[config.mk]
export PLATFORM = sky130hd
export DESIGN_NAME = uart_fmt_top
export DESIGN_NICKNAME = d
export VERILOG_FILES = /design/src/rtl/uart_fmt_pkg.sv /design/src/rtl/uart_fmt_baud.sv /design/src/rtl/uart_fmt_tx.sv /design/src/rtl/uart_fmt_rx.sv /design/src/rtl/uart_fmt_top.sv
export SDC_FILE = /design/constraint.sdc
export NUM_CORES = 1
export LEC_CHECK = 0
export BUFFER_PORTS_ARGS = -buffer_cell sky130_fd_sc_hd__buf_2
export CAP_MARGIN = 20
export CELL_PAD_IN_SITES_DETAIL_PLACEMENT = 0
export CELL_PAD_IN_SITES_GLOBAL_PLACEMENT = 1
export CORE_ASPECT_RATIO = 0.9
export CORE_UTILIZATION = 53
export CTS_CLUSTER_DIAMETER = 60
export DETAILED_ROUTE_END_ITERATION = 7
export HOLD_SLACK_MARGIN = 0.08
export PLACE_DENSITY_LB_ADDON = 0.1
export SLEW_MARGIN = 20
export SYNTH_ARGS = -nofsm -noshare
export SYNTH_HDL_FRONTEND = slang
export SYNTH_SLANG_ARGS = --single-unit
[constraint.sdc]
create_clock -name clk_i -period 4.84 [get_ports clk_i]
set_input_delay 0.968 -clock clk_i [delete_from_list [all_inputs] [get_ports clk_i]]
set_output_delay 0.968 -clock clk_i [all_outputs]
set_load 0.01 [all_outputs]
[src/rtl/uart_fmt_pkg.sv]
package uart_fmt_pkg;

  localparam int unsigned DATA_MAX  = 8;
  localparam int unsigned FRAME_MAX = 12;
  localparam int unsigned LEN_W     = 4;

  localparam int unsigned A_DATA = 0;
  localparam int unsigned A_FMT  = 1;
  localparam int unsigned A_DIVL = 2;
  localparam int unsigned A_DIVH = 3;
  localparam int unsigned A_MASK = 4;
  localparam int unsigned A_STAT = 5;

  typedef enum logic [1:0] {
    PAR_NONE  = 2'b00,
    PAR_EVEN  = 2'b01,
    PAR_ODD   = 2'b10,
    PAR_NONE3 = 2'b11
  } par_e;

  // Bit layout matches format register [4:0].
  typedef struct packed {
    par_e       par;
    logic       two_stop;
    logic [1:0] len_code;
  } fmt_t;

  function automatic logic [LEN_W-1:0] data_len(input logic [1:0] code);
    return 4'd5 + {2'b00, code};
  endfunction

  function automatic logic par_on(input par_e p);
    return (p == PAR_EVEN) || (p == PAR_ODD);
  endfunction

  function automatic logic par_calc(input par_e p, input logic [LEN_W-1:0] len,
                                    input logic [DATA_MAX-1:0] d);
    logic [DATA_MAX:0] m;
    m = (9'd1 << len) - 9'd1;
    return (^(d & m[DATA_MAX-1:0])) ^ (p == PAR_ODD);
  endfunction

endpackage

[src/rtl/uart_fmt_baud.sv]
module uart_fmt_baud #(
  parameter int unsigned DIV_W = 16
) (
  input  logic             clk_i,
  input  logic             rst_ni,
  input  logic [DIV_W-1:0] div_i,
  input  logic             restart_i,
  output logic             tick_o
);
  logic [DIV_W-1:0] cnt_q;

  // div_i - 1 wraps to all ones for a zero divisor: period 2**DIV_W
  always_ff @(posedge clk_i or negedge rst_ni) begin
    if (!rst_ni)                        cnt_q <= '0;
    else if (restart_i || cnt_q == '0)  cnt_q <= div_i - DIV_W'(1);
    else                                cnt_q <= cnt_q - DIV_W'(1);
  end

  assign tick_o = (cnt_q == '0);
endmodule

[src/rtl/uart_fmt_tx.sv]
module uart_fmt_tx
  import uart_fmt_pkg::*;
#(
  parameter int unsigned OVS = 16
) (
  input  logic                clk_i,
  input  logic                rst_ni,
  input  logic                tick_i,
  input  fmt_t                fmt_i,
  input  logic                hold_valid_i,
  input  logic [DATA_MAX-1:0] hold_data_i,
  output logic                take_o,
  output logic                busy_o,
  output logic [LEN_W-1:0]    bits_left_o,
  output logic                tx_o
);
  localparam int unsigned     SUB_W    = $clog2(OVS);
  localparam logic [SUB_W-1:0] SUB_LAST = SUB_W'(OVS - 1);

  logic [FRAME_MAX-1:0] shift_q, frame;
  logic [LEN_W-1:0]     left_q, nbits, len;
  logic [SUB_W-1:0]     sub_q;
  logic                 busy_q, finish, pen;

  always_comb begin
    len   = data_len(fmt_i.len_code);
    pen   = par_on(fmt_i.par);
    frame = '1;
    frame[0] = 1'b0;
    for (int i = 0; i < DATA_MAX; i++) begin
      if (LEN_W'(i) < len) frame[1+i] = hold_data_i[i];
    end
    if (pen) frame[LEN_W'(1) + len] = par_calc(fmt_i.par, len, hold_data_i);
    nbits = LEN_W'(2) + len + {3'b000, pen} + {3'b000, fmt_i.two_stop};
  end

  assign finish = busy_q && tick_i && (sub_q == SUB_LAST) && (left_q == LEN_W'(1));
  assign take_o = hold_valid_i && (!busy_q || finish);

  always_ff @(posedge clk_i or negedge rst_ni) begin
    if (!rst_ni) begin
      shift_q <= '1;
      left_q  <= '0;
      sub_q   <= '0;
      busy_q  <= 1'b0;
    end else if (take_o) begin
      shift_q <= frame;
      left_q  <= nbits;
      sub_q   <= '0;
      busy_q  <= 1'b1;
    end else if (busy_q && tick_i) begin
      if (sub_q == SUB_LAST) begin
        sub_q   <= '0;
        shift_q <= {1'b1, shift_q[FRAME_MAX-1:1]};
        left_q  <= left_q - LEN_W'(1);
        if (left_q == LEN_W'(1)) busy_q <= 1'b0;
      end else begin
        sub_q <= sub_q + SUB_W'(1);
      end
    end
  end

  assign tx_o        = busy_q ? shift_q[0] : 1'b1;
  assign busy_o      = busy_q;
  assign bits_left_o = left_q;
endmodule

[src/rtl/uart_fmt_rx.sv]
module uart_fmt_rx
  import uart_fmt_pkg::*;
#(
  parameter int unsigned OVS = 16
) (
  input  logic                clk_i,
  input  logic                rst_ni,
  input  logic                tick_i,
  input  logic [1:0]          len_code_i,
  input  par_e                par_i,
  input  logic                rxd_i,
  output logic                done_o,
  output logic [DATA_MAX-1:0] data_o,
  output logic                perr_o,
  output logic                ferr_o
);
  localparam int unsigned      SUB_W  = $clog2(OVS);
  localparam logic [SUB_W-1:0] SAMPLE = SUB_W'(OVS / 2 - 1);

  logic [2:0]          sync_q;
  logic                line, fall, busy_q, pbit_q, done_q, perr_q, ferr_q, pen;
  logic [SUB_W-1:0]    sub_q;
  logic [LEN_W-1:0]    idx_q, len;
  logic [DATA_MAX-1:0] data_q;

  assign line = sync_q[1];
  assign fall = sync_q[2] && !sync_q[1];
  assign len  = data_len(len_code_i);
  assign pen  = par_on(par_i);

  always_ff @(posedge clk_i or negedge rst_ni) begin
    if (!rst_ni) sync_q <= '1;
    else         sync_q <= {sync_q[1:0], rxd_i};
  end

  always_ff @(posedge clk_i or negedge rst_ni) begin
    if (!rst_ni) begin
      busy_q <= 1'b0;
      sub_q  <= '0;
      idx_q  <= '0;
      data_q <= '0;
      pbit_q <= 1'b0;
      done_q <= 1'b0;
      perr_q <= 1'b0;
      ferr_q <= 1'b0;
    end else begin
      done_q <= 1'b0;
      if (!busy_q) begin
        if (fall) begin
          busy_q <= 1'b1;
          sub_q  <= '0;
          idx_q  <= '0;
          data_q <= '0;
        end
      end else if (tick_i) begin
        sub_q <= sub_q + SUB_W'(1);
        if (sub_q == SAMPLE) begin
          if (idx_q == '0) begin
            // start bit confirmation
            if (line) busy_q <= 1'b0;
            else      idx_q  <= LEN_W'(1);
          end else if (idx_q <= len) begin
            data_q[3'(idx_q - LEN_W'(1))] <= line;
            idx_q <= idx_q + LEN_W'(1);
          end else if (pen && idx_q == len + LEN_W'(1)) begin
            pbit_q <= line;
            idx_q  <= idx_q + LEN_W'(1);
          end else begin
            done_q <= 1'b1;
            busy_q <= 1'b0;
            ferr_q <= !line;
            perr_q <= pen && (pbit_q != par_calc(par_i, len, data_q));
          end
        end
      end
    end
  end

  assign done_o = done_q;
  assign data_o = data_q;
  assign perr_o = perr_q;
  assign ferr_o = ferr_q;
endmodule

[src/rtl/uart_fmt_top.sv]
module uart_fmt_top
  import uart_fmt_pkg::*;
#(
  parameter int unsigned OVS    = 16,
  parameter int unsigned ADDR_W = 3
) (
  input  logic              clk_i,
  input  logic              rst_ni,
  input  logic              reg_we_i,
  input  logic              reg_re_i,
  input  logic [ADDR_W-1:0] reg_addr_i,
  input  logic [7:0]        reg_wdata_i,
  output logic [7:0]        reg_rdata_o,
  input  logic              rxd_i,
  output logic              tx_o,
  output logic              irq_rx_o,
  output logic              irq_tx_o
);
  localparam int unsigned DIV_W = 2 * 8;

  logic [4:0]          fmt_q;
  logic [DIV_W-1:0]    div_q;
  logic [1:0]          mask_q;
  logic                hold_valid_q;
  logic [7:0]          hold_data_q;
  logic [DATA_MAX-1:0] rx_data_q, rx_byte;
  logic                rx_ready_q, perr_q, ferr_q;
  logic                tick, div_wr, rd_data;
  logic                wr_data, wr_fmt, wr_divl, wr_divh, wr_mask;
  logic                tx_take, tx_busy, rx_done, rx_perr, rx_ferr;
  logic [LEN_W-1:0]    tx_left;
  logic [7:0]          status;
  fmt_t                fmt;

  assign wr_data = reg_we_i && (reg_addr_i == ADDR_W'(A_DATA));
  assign wr_fmt  = reg_we_i && (reg_addr_i == ADDR_W'(A_FMT));
  assign wr_divl = reg_we_i && (reg_addr_i == ADDR_W'(A_DIVL));
  assign wr_divh = reg_we_i && (reg_addr_i == ADDR_W'(A_DIVH));
  assign wr_mask = reg_we_i && (reg_addr_i == ADDR_W'(A_MASK));
  assign rd_data = reg_re_i && (reg_addr_i == ADDR_W'(A_DATA));
  assign div_wr  = wr_divl || wr_divh;
  assign fmt     = fmt_t'(fmt_q);

  always_ff @(posedge clk_i or negedge rst_ni) begin
    if (!rst_ni) begin
      fmt_q  <= 5'b00011;
      div_q  <= DIV_W'(1);
      mask_q <= '0;
    end else begin
      if (wr_fmt)  fmt_q        <= reg_wdata_i[4:0];
      if (wr_divl) div_q[7:0]   <= reg_wdata_i;
      if (wr_divh) div_q[15:8]  <= reg_wdata_i;
      if (wr_mask) mask_q       <= reg_wdata_i[1:0];
    end
  end

  // transmit holding register; a write in the take cycle queues the new word
  always_ff @(posedge clk_i or negedge rst_ni) begin
    if (!rst_ni) begin
      hold_valid_q <= 1'b0;
      hold_data_q  <= '0;
    end else if (wr_data) begin
      hold_valid_q <= 1'b1;
      hold_data_q  <= reg_wdata_i;
    end else if (tx_take) begin
      hold_valid_q <= 1'b0;
    end
  end

  // receive holding register; a completing character wins over a read
  always_ff @(posedge clk_i or negedge rst_ni) begin
    if (!rst_ni) begin
      rx_data_q  <= '0;
      rx_ready_q <= 1'b0;
      perr_q     <= 1'b0;
      ferr_q     <= 1'b0;
    end else if (rx_done) begin
      rx_data_q  <= rx_byte;
      rx_ready_q <= 1'b1;
      perr_q     <= rx_perr;
      ferr_q     <= rx_ferr;
    end else if (rd_data) begin
      rx_ready_q <= 1'b0;
      perr_q     <= 1'b0;
      ferr_q     <= 1'b0;
    end
  end

  uart_fmt_baud #(.DIV_W(DIV_W)) u_baud (
    .clk_i    (clk_i),
    .rst_ni   (rst_ni),
    .div_i    (div_q),
    .restart_i(div_wr),
    .tick_o   (tick)
  );

  uart_fmt_tx #(.OVS(OVS)) u_tx (
    .clk_i       (clk_i),
    .rst_ni      (rst_ni),
    .tick_i      (tick),
    .fmt_i       (fmt),
    .hold_valid_i(hold_valid_q),
    .hold_data_i (hold_data_q),
    .take_o      (tx_take),
    .busy_o      (tx_busy),
    .bits_left_o (tx_left),
    .tx_o        (tx_o)
  );

  uart_fmt_rx #(.OVS(OVS)) u_rx (
    .clk_i     (clk_i),
    .rst_ni    (rst_ni),
    .tick_i    (tick),
    .len_code_i(fmt.len_code),
    .par_i     (fmt.par),
    .rxd_i     (rxd_i),
    .done_o    (rx_done),
    .data_o    (rx_byte),
    .perr_o    (rx_perr),
    .ferr_o    (rx_ferr)
  );

  assign status = {3'b000, !tx_busy && !hold_valid_q, ferr_q, perr_q, !hold_valid_q, rx_ready_q};

  always_comb begin
    unique case (reg_addr_i)
      ADDR_W'(A_DATA): reg_rdata_o = rx_data_q;
      ADDR_W'(A_FMT):  reg_rdata_o = {3'b000, fmt_q};
      ADDR_W'(A_DIVL): reg_rdata_o = div_q[7:0];
      ADDR_W'(A_DIVH): reg_rdata_o = div_q[15:8];
      ADDR_W'(A_MASK): reg_rdata_o = {6'b0, mask_q};
      ADDR_W'(A_STAT): reg_rdata_o = status;
      default:         reg_rdata_o = '0;
    endcase
  end

  assign irq_rx_o = mask_q[0] && rx_ready_q;
  assign irq_tx_o = mask_q[1] && !hold_valid_q;
endmodule

; ---- Word-level counts from Yosys, hierarchy flattened
; Cells that the tools add are included.
[totals]
output_inout_bits = 11
regBits = 104
input_bits = 16
wordCells = 186
[op_classes]
n_eq_ne = 18
magnitude_cmp = 13
n_shift = 1
n_bitwise = 7
reduce_logical = 43
n_mux = 67
addsub = 13
[ops]
columns = operator, count
row1 = $mux 4, 16
row2 = $mux 12, 4
row3 = $mux 8, 6
row4 = $pmux 8 s6, 1
row5 = $mux 1, 35
row6 = $sub 16x1->16 const B, 2
row7 = $logic_and 1x1->1, 18
row8 = $and 8x8->8, 2
row9 = $logic_not 16->1, 1
row10 = $lt 3x4->1 const A, 4
row11 = $mux 16, 1
row12 = $reduce_xor 8->1, 2
row13 = $add 4x1->4 const B, 3
row14 = $bwmux 12, 1
row15 = $reduce_and 6->1, 2
row16 = $reduce_bool 2->1, 6
row17 = $reduce_and 5->1, 2
row18 = $add 4x1->4, 2
row19 = $bwmux 8, 1
row20 = $lt 1x4->1 const A, 2
row21 = $lt 2x4->1 const A, 2
row22 = $ne 2x2->1 const B, 4
row23 = $shl 1x4->8 const A, 1
row24 = $sub 8x1->8 const B, 1
row25 = 32 further kinds, 43

; ---- Longest topological paths before layout
; Gate-level depths: netlist of the first run.
[logic_depth]
ltp_word = 11
mapped_depth = 11
mapped_depth_nobuf = 10

; ---- Hierarchy
; A second synthesis of the first run with hierarchy kept.
[hier_totals]
hier_cells = 613
hier_area_um2 = 6378.6
[modules_own_cells]
columns = mod, n_inst, cells_each, area_each_um2, seq_area_each_um2
row1 = uart_fmt_top, 1, 152, 2024.4, 1079.8
row2 = uart_fmt_rx, 1, 159, 1586.5, 604.3
row3 = uart_fmt_tx, 1, 171, 1560.2, 540.5
row4 = uart_fmt_baud, 1, 131, 1207.4, 400.4

; ---- Least setup slack after synthesis of the first run
; Ideal clock, no wire load.
[synth_path]
path_type = flip-flop to flip-flop
startpoint = register u_baud.cnt_q[9]
endpoint = register u_baud.cnt_q[12]
required_time_ps = 4695
arrival_time_ps = 3165
setup_ps = 145
setup_slack_ps = 1531
path_buffers = 1
path_stages_with_launch = 12
period_less_slack_ps = 3309
cell_sequence = dfrtp_1 -> nor4_1 -> and4_1 -> nand2_1 -> nand2_1 -> clkbuf_1 -> mux2i_1 -> ha_1 -> o221ai_1 -> nor4_1 -> xnor2_1 -> mux2i_1
[synth_via]
elab_chain_len = 3
word_cells_on_any_way = 4
classes_between = 1 x add/sub / 1 x mux / 2 x reduce/logical
[synth_rtl]
columns = element, line
row1 = start: declaration, uart_fmt_baud.sv:10  ; logic [DIV_W-1:0] cnt_q;
row2 = start signal: assignment, uart_fmt_baud.sv:15  ; else if (restart_i || cnt_q == '0) cnt_q <= div_i - DIV_W'(1);
row3 = start signal: assignment, uart_fmt_baud.sv:16  ; else cnt_q <= cnt_q - DIV_W'(1);
row4 = "parallel branches: the longest is 2 deep, another holds $sub 16x1->16", n/a
row5 = $mux 16 (*), uart_fmt_baud.sv:15
; Every way passes the cells marked *.
; A chain may end at the register's enable or synchronous reset.

; ---- Worst setup path in the final report of the first run
[layout_path]
startpoint = register u_baud.cnt_q[9]
endpoint = register u_baud.cnt_q[8]
[layout_via]
elab_chain_len = 3
[layout_rtl]
columns = element, line
row1 = $logic_not 16->1, uart_fmt_baud.sv:15
row2 = $logic_or 1x1->1, uart_fmt_baud.sv:15
row3 = $mux 16, uart_fmt_baud.sv:15
; Every way passes these cells.

==> flow_metrics.py, run 1 <==
metrics = {
    "finish": {
        "utilization_pct": 60.5,
        "final_cells": 780,
        "antenna_cells": 0,
        "layout.nets": 662,
        "drive_above_1_share_pct": 19.1,
        "syn_to_final_growth_pct": 8.94,
        "stdcell_area_um2": 6680,
        "fillCellCount": 942,
    },
    "placement": {
        "port_buffers": 26,
        "dp_hpwl_mm": 11.2,
        "placed_cell_area_um2": 6400,
        "finalWeightedCongestion": 0.884,
        "dpl.cell_count": 764,
    },
    "sta": {
        "timing.final.crit_share_pct": 77.7,
        "fin_tns_setup_ns": 0,
        "hold_ws_ns": 0.356,
        "setup_viol": 0,
        "worst_slew_pin_slew_ns": 0.974,
        "max_slew_margin_pct": 34.3,
        "final_max_slew_viol_count": 0,
        "skew_ns": 0.00600,
        "rsz0062_at_grt": "no",
        "hold_viol": 0,
        "max_freq_mhz": 266,
        "min_period_ns": 3.76,
    },
    "die": {
        "pin_count": 27,
        "fp.coreArea_um2": 11000,
        "die_x_um": 115,
        "die_y_um": 104,
        "row_count": 36,
        "design.die.area_um2": 12000,
        "start_util_pct": 55.6,
    },
    "routing": {
        "postRouteAntennaNets": 0,
        "routed_wl_mm": 14.9,
        "viasPerCell": 6.02,
        "drc_errors": 0,
        "first_pass_iters": 5,
        "wire_per_inst_um": 19.1,
        "num_vias": 4697,
        "first_iter_violations": 266,
    },
    "run_status": {
        "status": "finished, final reports clean",
    },
    "clocking": {
        "post_cts_buffers": 0,
        "clk_latency_ns": 0.36,
        "clkTransAtPathRegs_ns": 0.07,
        "clock-root-buffer": "clkbuf_16",
        "clock_sinks": 104,
        "post_cts_resized": 0,
        "hold_buffers": 0,
        "cts_made_buffers": 9,
        "cts_buffer_depth": 2,
        "cts_tree": "built",
        "cts_max_level": 3,
    },
    "synth": {
        "yosysMostFrequentCell": "dfrtp_1",
        "yosys.cell_types.count": 63,
        "synth.avg_cell_area_um2": 10.1,
        "synth_nets": 646,
        "synthCells": 607,
        "synth_flop_cell": "dfrtp_1",
        "post_synth_instance_area_um2": 6130,
        "yosys-top-cells-count": "dfrtp_1 (86), nand2_1 (60), xnor2_1 (41)",
        "yosys_warnings": 0,
        "synth-seq-cells": 104,
        "ys_seq_area_share_pct": 42.8,
        "async_reset_ff_share_pct": 100,
        "yosysTopAreaCell": "dfrtp_1",
        "synth_top_area_share_pct": 35.1,
        "synthTopCellsByArea": "dfrtp_1 (35%), dfstp_2 (7.7%), mux2_2 (7.0%)",
        "synth-edff-count": 0,
    },
    "worst_setup_path": {
        "worstSetupStartpointType": "flip-flop",
        "cp_cell_sequence": "nor4_1 -> and4_1 -> nand2_1 -> nand2_1 -> mux2i_1 -> ha_1 -> o221ai_1 -> nor4_1 -> xnor2_1 -> mux2i_1",
        "r2r_slack_ns": 1.08,
        "critPathBufInv": 0,
        "cp.required_ns": 5.06,
        "end_kind": "flip-flop",
        "crit_path_top_delay_cell": "nor4_1",
        "cp_num_cells": 10,
        "path_class": "reg2reg",
        "path_max_fanout": 14,
        "critPathMaxStageDelay_ns": 0.48,
        "reg2reg_from": "u_baud.cnt_q[9]",
        "startpoint": "u_baud.cnt_q[9]",
        "r2r-end": "u_baud.cnt_q[8]",
        "crit_arrival_ns": 3.99,
        "cpLargestDelayFamily": "simple AND/OR/NAND/NOR gates",
        "ff2ff_path_depth": 10,
        "crit_end": "u_baud.cnt_q[8]",
    },
    "job": {
        "cap_violations": 0,
    },
    "grt": {
        "grt_max_degree": 69,
        "grt_pass1_wl_mm": 25.1,
        "overflow": 0,
        "grt_usage_pct": 27.5,
        "grt_pass1_vias": 4728,
        "antenna_found_initial": 0,
    },
    "power_and_ir_drop": {
        "ir_drop_v": 0.000338,
        "pwr_density_cell_nw_per_um2": 391,
        "leakage_nw": 2.76,
    },
    "worst_hold_path": {
        "hold_path.class": "reg2reg",
    },
}
[where the power goes]
part	switching, W	internal (W)	total [W]
clock network	0.000346	0.000355	0.000702
registers	0.000184	0.00101	0.00120
logic	0.000400	0.000314	0.000713
total	0.000930	0.00168	0.00261
[layer usage]
metal	vias to the layer above	wire length (um)	track usage (%)
met4	0	197	7.05
met1	2356	6950	38.6
met3	20	788	6.24
li1	2234	-	-
met2	87	6970	42.8
met5	-	0	0
[cell usage in the layout, fill, tap and decap left out, types with 5 or more instances in the layout]
| master | n |
|---|---|
| clkbuf_16 | 9 |
| nor2b_1 | 6 |
| mux2_2 | 38 |
| mux2i_1 | 26 |
| or3_1 | 8 |
| nand2_1 | 60 |
| and3_1 | 6 |
| dfrtp_1 | 86 |
| dfstp_2 | 18 |
| nor3_1 | 18 |
| inv_1 | 19 |
| nor4_1 | 13 |
| ha_1 | 22 |
| nor2_1 | 39 |
| o211ai_1 | 6 |
| xnor2_1 | 41 |
| nand3_1 | 13 |
| buf_2 | 26 |
| a21oi_1 | 22 |
| o21ai_0 | 24 |
| nand2b_1 | 10 |
| nand4_1 | 7 |
| xor2_1 | 13 |
| a31oi_1 | 9 |
| a311oi_1 | 5 |
| buf_4 | 6 |
[area by class of cell]
| type | count | area, um2 | area share [%] |
|---|---|---|---|
| clock buffer | 9 | 225 | 3.37 |
| clock inverter | 7 | 55.1 | 0.824 |
| inverter | 19 | 71.3 | 1.07 |
| multi-input combinational | 457 | 3340 | 50.0 |
| sequential | 104 | 2630 | 39.3 |
| tap | 152 | 190 | 2.85 |
| timing repair buffer | 32 | 175 | 2.62 |
[metrics by stage]
stage          setup slack, ns  power [W]
2_1_floorplan             1.53    0.00170
3_3_place_gp              1.19    0.00189
4_1_cts                   1.08    0.00262
6_report                  1.08    0.00261
5_1_grt                  0.744    0.00277
3_5_place_dp              1.00    0.00191
[flip-flops by register name, summed over array words and instances, names as in the netlist, 2 cells and up]
name	flops
u_baud.cnt_q	16
u_tx.bits_left_o	4
u_tx.sub_q	4
fmt	5
div_q	16
u_rx.data_o	8
hold_data_q	8
u_rx.idx_q	4
u_rx.sub_q	4
mask_q	2
rx_data_q	8
u_rx.sync_q	3
u_tx.shift_q	12
[worst min-delay path by stage]
stage	to	slack, ns	start	cells after the start
floorplan	u_rx.sync_q[1]	0.35	u_rx.sync_q[0]	0
global placement	u_rx.sync_q[1]	0.35	u_rx.sync_q[0]	0
detailed placement	u_rx.sync_q[1]	0.35	u_rx.sync_q[0]	0
CTS	u_rx.sync_q[1]	0.36	u_rx.sync_q[0]	0
global route	u_rx.sync_q[1]	0.36	u_rx.sync_q[0]	0
finish	u_rx.sync_q[1]	0.36	u_rx.sync_q[0]	0
[cell families after synthesis]
| logic type | after synthesis | share of synthesized area, % |
|---|---|---|
| and+or+nand+nor | 201 | 16.4 |
| DFF | 104 | 42.8 |
| adders and majority gates | 23 | 4.82 |
| muxes | 67 | 12.3 |
| AOI/OAI and AO/OA | 111 | 12.7 |
| xor gates and xnor gates | 55 | 8.08 |
| buffers and inverters | 46 | 2.84 |
Note: power is estimated with default switching activity, not from simulation.
==> run 2, diff against run 1 <==
--- a/config.mk
+++ b/config.mk
@@ -10,7 +10,7 @@
 export CELL_PAD_IN_SITES_DETAIL_PLACEMENT = 0
 export CELL_PAD_IN_SITES_GLOBAL_PLACEMENT = 1
 export CORE_ASPECT_RATIO = 0.9
-export CORE_UTILIZATION = 53
+export CORE_UTILIZATION = 45
 export CTS_CLUSTER_DIAMETER = 60
 export DETAILED_ROUTE_END_ITERATION = 7
 export HOLD_SLACK_MARGIN = 0.08
==> constraint.sdc (replaced) <==
create_clock -name clk_i -period 3.15 [get_ports clk_i]
set_input_delay 0.63 -clock clk_i [delete_from_list [all_inputs] [get_ports clk_i]]
set_output_delay 0.63 -clock clk_i [all_outputs]
set_load 0.01 [all_outputs]
==> run 2 against run 1 <==
  * The run now ends with DRC left
  * Worst hold slack got worse by 0.19 ns
  * Combinational power is 68% higher
  * Register-to-register slack worse by 0.88 ns
  * Final area up 3.6%
  * Critical endpoint is now u_rx.data_o[3]
  * Highest routed layer unchanged
==> flow_metrics.py, run 2 (same netlist as run 1, synthesis figures left out) <==
metrics = {
    "placement": {
        "finalWeightedCongestion": 0.863,
        "port_buffers": 26,
        "dp_hpwl_mm": 11.2,
        "placed_cell_area_um2": 6560,
    },
    "sta": {
        "setup_viol": 0,
        "hold_ws_ns": 0.162,
        "final_max_slew_viol_count": 0,
        "max_slew_margin_pct": 35.4,
        "max_freq_mhz": 339,
        "timing.final.crit_share_pct": 93.8,
        "hold_viol": 0,
        "skew_ns": 0.00540,
        "worst_slew_pin_slew_ns": 0.959,
        "min_period_ns": 2.95,
    },
    "grt": {
        "antenna_found_initial": 0,
        "grt_usage_pct": 23.0,
        "grt_pass1_wl_mm": 25.2,
        "grt_max_degree": 49,
        "overflow": 0,
        "grt_pass1_vias": 4660,
    },
    "routing": {
        "first_pass_iters": 7,
        "num_vias": 4748,
        "viasPerCell": 5.84,
        "postRouteAntennaNets": 0,
        "drc_errors": 4,
        "wire_per_inst_um": 18.6,
        "routed_wl_mm": 15.1,
        "first_iter_violations": 259,
    },
    "power_and_ir_drop": {
        "ir_drop_v": 0.000319,
        "pwr_density_cell_nw_per_um2": 617,
        "leakage_nw": 2.88,
    },
    "worst_setup_path": {
        "end_kind": "flip-flop",
        "crit_arrival_ns": 3.25,
        "worstSetupStartpointType": "flip-flop",
        "path_class": "reg2reg",
        "reg2reg_from": "fmt[0]",
        "r2r_slack_ns": 0.20,
        "r2r-end": "u_rx.data_o[3]",
        "path_max_fanout": 7,
        "ff2ff_path_depth": 10,
        "cp.required_ns": 3.44,
    },
    "clocking": {
        "cts_tree": "built",
        "clock_sinks": 104,
        "clock-root-buffer": "clkbuf_16",
        "hold_buffers": 0,
        "cts_buffer_depth": 2,
        "clk_latency_ns": 0.36,
        "clkTransAtPathRegs_ns": 0.07,
        "cts_made_buffers": 9,
        "cts_max_level": 3,
    },
    "finish": {
        "multiInputGateArea_um2": 3370,
        "syn_to_final_growth_pct": 12.9,
        "ff_latch_area_um2": 2630,
        "final_cell_mix": "dfrtp_1 (86), nand2_1 (60), xnor2_1 (41), nor2_1 (39), mux2_2 (38)",
        "utilization_pct": 52.0,
        "fillCellCount": 1205,
        "drive_above_1_share_pct": 21.9,
        "layout.nets": 679,
        "reg_top3": "div_q (16), u_baud.cnt_q (16), u_tx.shift_q (12)",
        "antenna_cells": 0,
        "stdcell_area_um2": 6920,
        "final_common_cell": "dfrtp_1",
    },
    "die": {
        "pin_count": 27,
        "die_x_um": 125,
        "fp.coreArea_um2": 13300,
        "die_y_um": 113,
        "row_count": 40,
        "start_util_pct": 46.1,
        "design.die.area_um2": 14100,
    },
    "run_status": {
        "violations": "DRC",
        "status": "finished, violations left",
    },
    "job": {
        "cap_violations": 0,
    },
    "worst_hold_path": {
        "hold_path.class": "in2async",
    },
}
-- run 2: what timing repair did --
action / CTS / global route
endpoints found under the setup margin: 0 / 10
setup buffers: 0 / 1
resized for setup: 0 / 7
-- run 2: worst max-delay path by stage --
stage               depth (start not counted)          endpoint  slack [ns]             from
finish                                     10    u_rx.data_o[3]        0.20           fmt[0]
global route                                9     u_rx.idx_q[1]       -0.04           fmt[0]
CTS                                        11  u_baud.cnt_q[12]        0.10  u_baud.cnt_q[9]
detailed placement                         11  u_baud.cnt_q[12]        0.13  u_baud.cnt_q[9]
global placement                            9       u_rx.perr_o        0.20           fmt[0]
floorplan                                  11  u_baud.cnt_q[12]        0.05  u_baud.cnt_q[9]
-- run 2: layout make-up --
class | instances | area share, %
Inverter | 19 | 1.03
Multi-Input combinational cell | 457 | 48.7
Clock inverter | 7 | 1.48
Sequential cell | 104 | 37.9
Tap cell | 168 | 3.04
Clock buffer | 9 | 3.25
Timing Repair Buffer | 49 | 4.59
-- run 2: per-stage QoR --
step	std cells	setup TNS [ns]	setup WS [ns]	total power, W
final	813	0	0.196	0.00427
after global routing	813	-0.0423	-0.0385	0.00453
after CTS	812	0	0.102	0.00428
after detailed placement	796	0	0.126	0.00302
after global placement	796	0	0.199	0.00301
after floorplan	607	0	0.0454	0.00261
-- run 2: power breakdown --
part	leakage, nW	total [W]	switching, W	internal [W]
Combinational	1.44	0.00120	0.000641	0.000554
Sequential	1.28	0.00185	0.000288	0.00156
Clock	0.162	0.00123	0.000523	0.000706
Total	2.88	0.00427	0.00145	0.00282
-- run 2: critical path: stages, from the launching register on --
cell and delay [ns]:
dfstp_2 0.62, inv_1 0.15, ha_1 0.33, inv_1 0.10, ha_1 0.25, nor2b_1 0.13, o211ai_1 0.25, a21oi_1 0.15
nand3b_1 0.30, or4_1 0.52, nand3_1 0.09
-- run 2: per-layer routing --
layer | vias to the layer above | global-route usage, % | wire, um
met4 | 0 | 5.85 | 194
met2 | 100 | 37.3 | 7250
met1 | 2360 | 31.2 | 7070
met3 | 17 | 5.30 | 613
li1 | 2271 | - | -
met5 | - | 0 | 0
==> run 3, diff against run 2 <==
--- a/config.mk
+++ b/config.mk
@@ -14,7 +14,9 @@
 export CTS_CLUSTER_DIAMETER = 60
 export DETAILED_ROUTE_END_ITERATION = 7
 export HOLD_SLACK_MARGIN = 0.08
-export PLACE_DENSITY_LB_ADDON = 0.1
+export MAX_ROUTING_LAYER = met4
+export PLACE_DENSITY = 0.86
+export SKIP_LAST_GASP = 1
 export SLEW_MARGIN = 20
 export SYNTH_ARGS = -nofsm -noshare
 export SYNTH_HDL_FRONTEND = slang
==> run 3 against run 2 <==
  * The run still ends with DRC left
  * Via count rose by 1.6%
  * Flip-flop and latch count did not move
  * Critical path depth did not move
  * Die area did not move
  * Clock power fell by 11%
  * Critical path type unchanged
  * Critical endpoint is now u_rx.data_o[0]
  * Largest cell class unchanged
  * Largest power group unchanged
==> flow_metrics.py, run 3 (same netlist as run 1, synthesis figures left out) <==
metrics = {
    "run_status": {
        "status": "finished, violations left",
        "violations": "DRC",
    },
    "worst_setup_path": {
        "end_kind": "flip-flop",
        "crit_path_top_delay_cell": "dfstp_2",
        "path_class": "reg2reg",
        "crit_arrival_ns": 3.23,
        "reg2reg_from": "fmt[0]",
        "critPathMaxStageDelay_ns": 0.65,
        "critPathBufInv": 3,
        "cpLargestDelayFamily": "compound AO/OA/AOI/OAI gates",
        "startpoint": "fmt[0]",
        "cp_cell_sequence": "inv_1 -> ha_1 -> inv_1 -> ha_1 -> nor2b_1 -> o211ai_1 -> a21oi_1 -> nand3b_1 -> buf_4 -> o311ai_0",
        "path_max_fanout": 7,
        "cp.required_ns": 3.38,
        "worstSetupStartpointType": "flip-flop",
    },
    "routing": {
        "wire_per_inst_um": 18.6,
        "num_vias": 4824,
        "viasPerCell": 5.97,
        "postRouteAntennaNets": 0,
        "wl_met1_mm": 6.81,
        "drc_errors": 2,
        "routed_wl_mm": 15.0,
        "first_pass_iters": 7,
        "first_iter_violations": 447,
        "top_layer_used": "met4",
        "wl_met3_mm": 1.03,
        "route.met2.wl_mm": 6.99,
    },
    "sta": {
        "max_freq_mhz": 333,
        "timing.final.crit_share_pct": 95.4,
        "worst_slew_pin_slew_ns": 0.834,
        "hold_viol": 0,
        "hold_ws_ns": 0.308,
        "min_period_ns": 3.01,
        "fin_tns_setup_ns": 0,
        "setup_viol": 0,
        "final_max_slew_viol_count": 0,
        "rsz0062_at_grt": "yes",
        "skew_ns": 0.0105,
        "max_slew_margin_pct": 44.2,
    },
    "grt": {
        "grt_usage_pct": 23.3,
        "antenna_found_initial": 0,
        "grt_pass1_vias": 4722,
        "overflow": 0,
        "grt_pass1_wl_mm": 24.8,
        "grt_max_degree": 55,
    },
    "die": {
        "start_util_pct": 46.1,
        "fp.coreArea_um2": 13300,
        "die_y_um": 113,
        "row_count": 40,
        "design.die.area_um2": 14100,
        "die_x_um": 125,
        "pin_count": 27,
    },
    "finish": {
        "utilization_pct": 51.7,
        "antenna_cells": 0,
        "syn_to_final_growth_pct": 12.2,
        "reg_top3": "div_q (16), u_baud.cnt_q (16), u_tx.shift_q (12)",
        "final_common_cell": "dfrtp_1",
        "final_cells": 808,
        "stdcell_area_um2": 6880,
        "final_cell_mix": "dfrtp_1 (86), nand2_1 (60), xnor2_1 (41), nor2_1 (39), mux2_2 (38)",
        "drive_above_1_share_pct": 21.9,
        "layout.nets": 674,
    },
    "clocking": {
        "cts_made_buffers": 9,
        "cts_buffer_depth": 2,
        "hold_buffers": 0,
        "clock-root-buffer": "clkbuf_16",
        "cts_max_level": 3,
        "clk_latency_ns": 0.36,
        "clkTransAtPathRegs_ns": 0.08,
        "clock_sinks": 104,
        "cts_tree": "built",
    },
    "placement": {
        "dp_hpwl_mm": 11.1,
        "placed_cell_area_um2": 6520,
        "port_buffers": 26,
        "dpl.cell_count": 791,
        "finalWeightedCongestion": 0.950,
    },
    "job": {
        "cap_violations": 0,
    },
    "worst_hold_path": {
        "hold_path.class": "in2async",
    },
    "power_and_ir_drop": {
        "leakage_nw": 2.83,
        "pwr_density_cell_nw_per_um2": 605,
        "ir_drop_v": 0.000320,
    },
}
## run 3: report_power, final
group | total [W] | leakage, nW | internal (W) | switching, W
clock network | 0.00110 | 0.139 | 0.000553 | 0.000544
registers | 0.00185 | 1.28 | 0.00156 | 0.000297
logic | 0.00121 | 1.42 | 0.000550 | 0.000664
total | 0.00416 | 2.83 | 0.00266 | 0.00150
## run 3: area by class of cell
class | instances | area, um2
Inverter | 19 | 71.3
Fill cell | 1173 | 6430
Sequential cell | 104 | 2630
Tap cell | 168 | 210
Clock inverter | 7 | 62.6
Clock buffer | 9 | 225
Timing Repair Buffer | 44 | 280
Multi-Input combinational cell | 457 | 3410
## run 3: timing repair
item,4_1_cts,5_1_grt
setup endpoints to repair,3,12
setup buffers,0,1
endpoints found under the hold margin,0,0
resized for setup,2,9
## run 3: metrics by stage
step / setup WS, ns / total power (W)
after floorplan: 0.0454 / 0.00261
after global placement: 0.119 / 0.00296
after detailed placement: -0.0398 / 0.00302
after CTS: -0.0142 / 0.00413
after global routing: -0.0794 / 0.00440
final: 0.145 / 0.00416
## run 3: worst reg2reg max path: stages (launching register included)
cell	delay, ns
dfstp_2	0.65
inv_1	0.19
ha_1	0.34
inv_1	0.12
ha_1	0.26
nor2b_1	0.14
o211ai_1	0.23
a21oi_1	0.15
nand3b_1	0.25
buf_4	0.19
o311ai_0	0.35
## run 3: final timing paths
kind / endpoint / slack, ns / cells after the start
setup / recovery: u_rx.data_o[0] / 0.14 / 10
hold / removal: u_baud.cnt_q[7] / 0.31 / 1
setup reg to reg: u_rx.data_o[0] / 0.14 / 10
hold reg to reg: u_rx.sync_q[1] / 0.36 / 0
max in group asynchronous: u_rx.sync_q[2] / 2.07 / 2
min in group clk_i: u_rx.sync_q[1] / 0.36 / 0
## run 3: metal layers
metal / GRT usage, % / vias up
met3: 6.00 / 16
met1: 30.6 / 2400
met5: - / -
li1: - / 2251
met2: 35.6 / 157
met4: 6.91 / 0
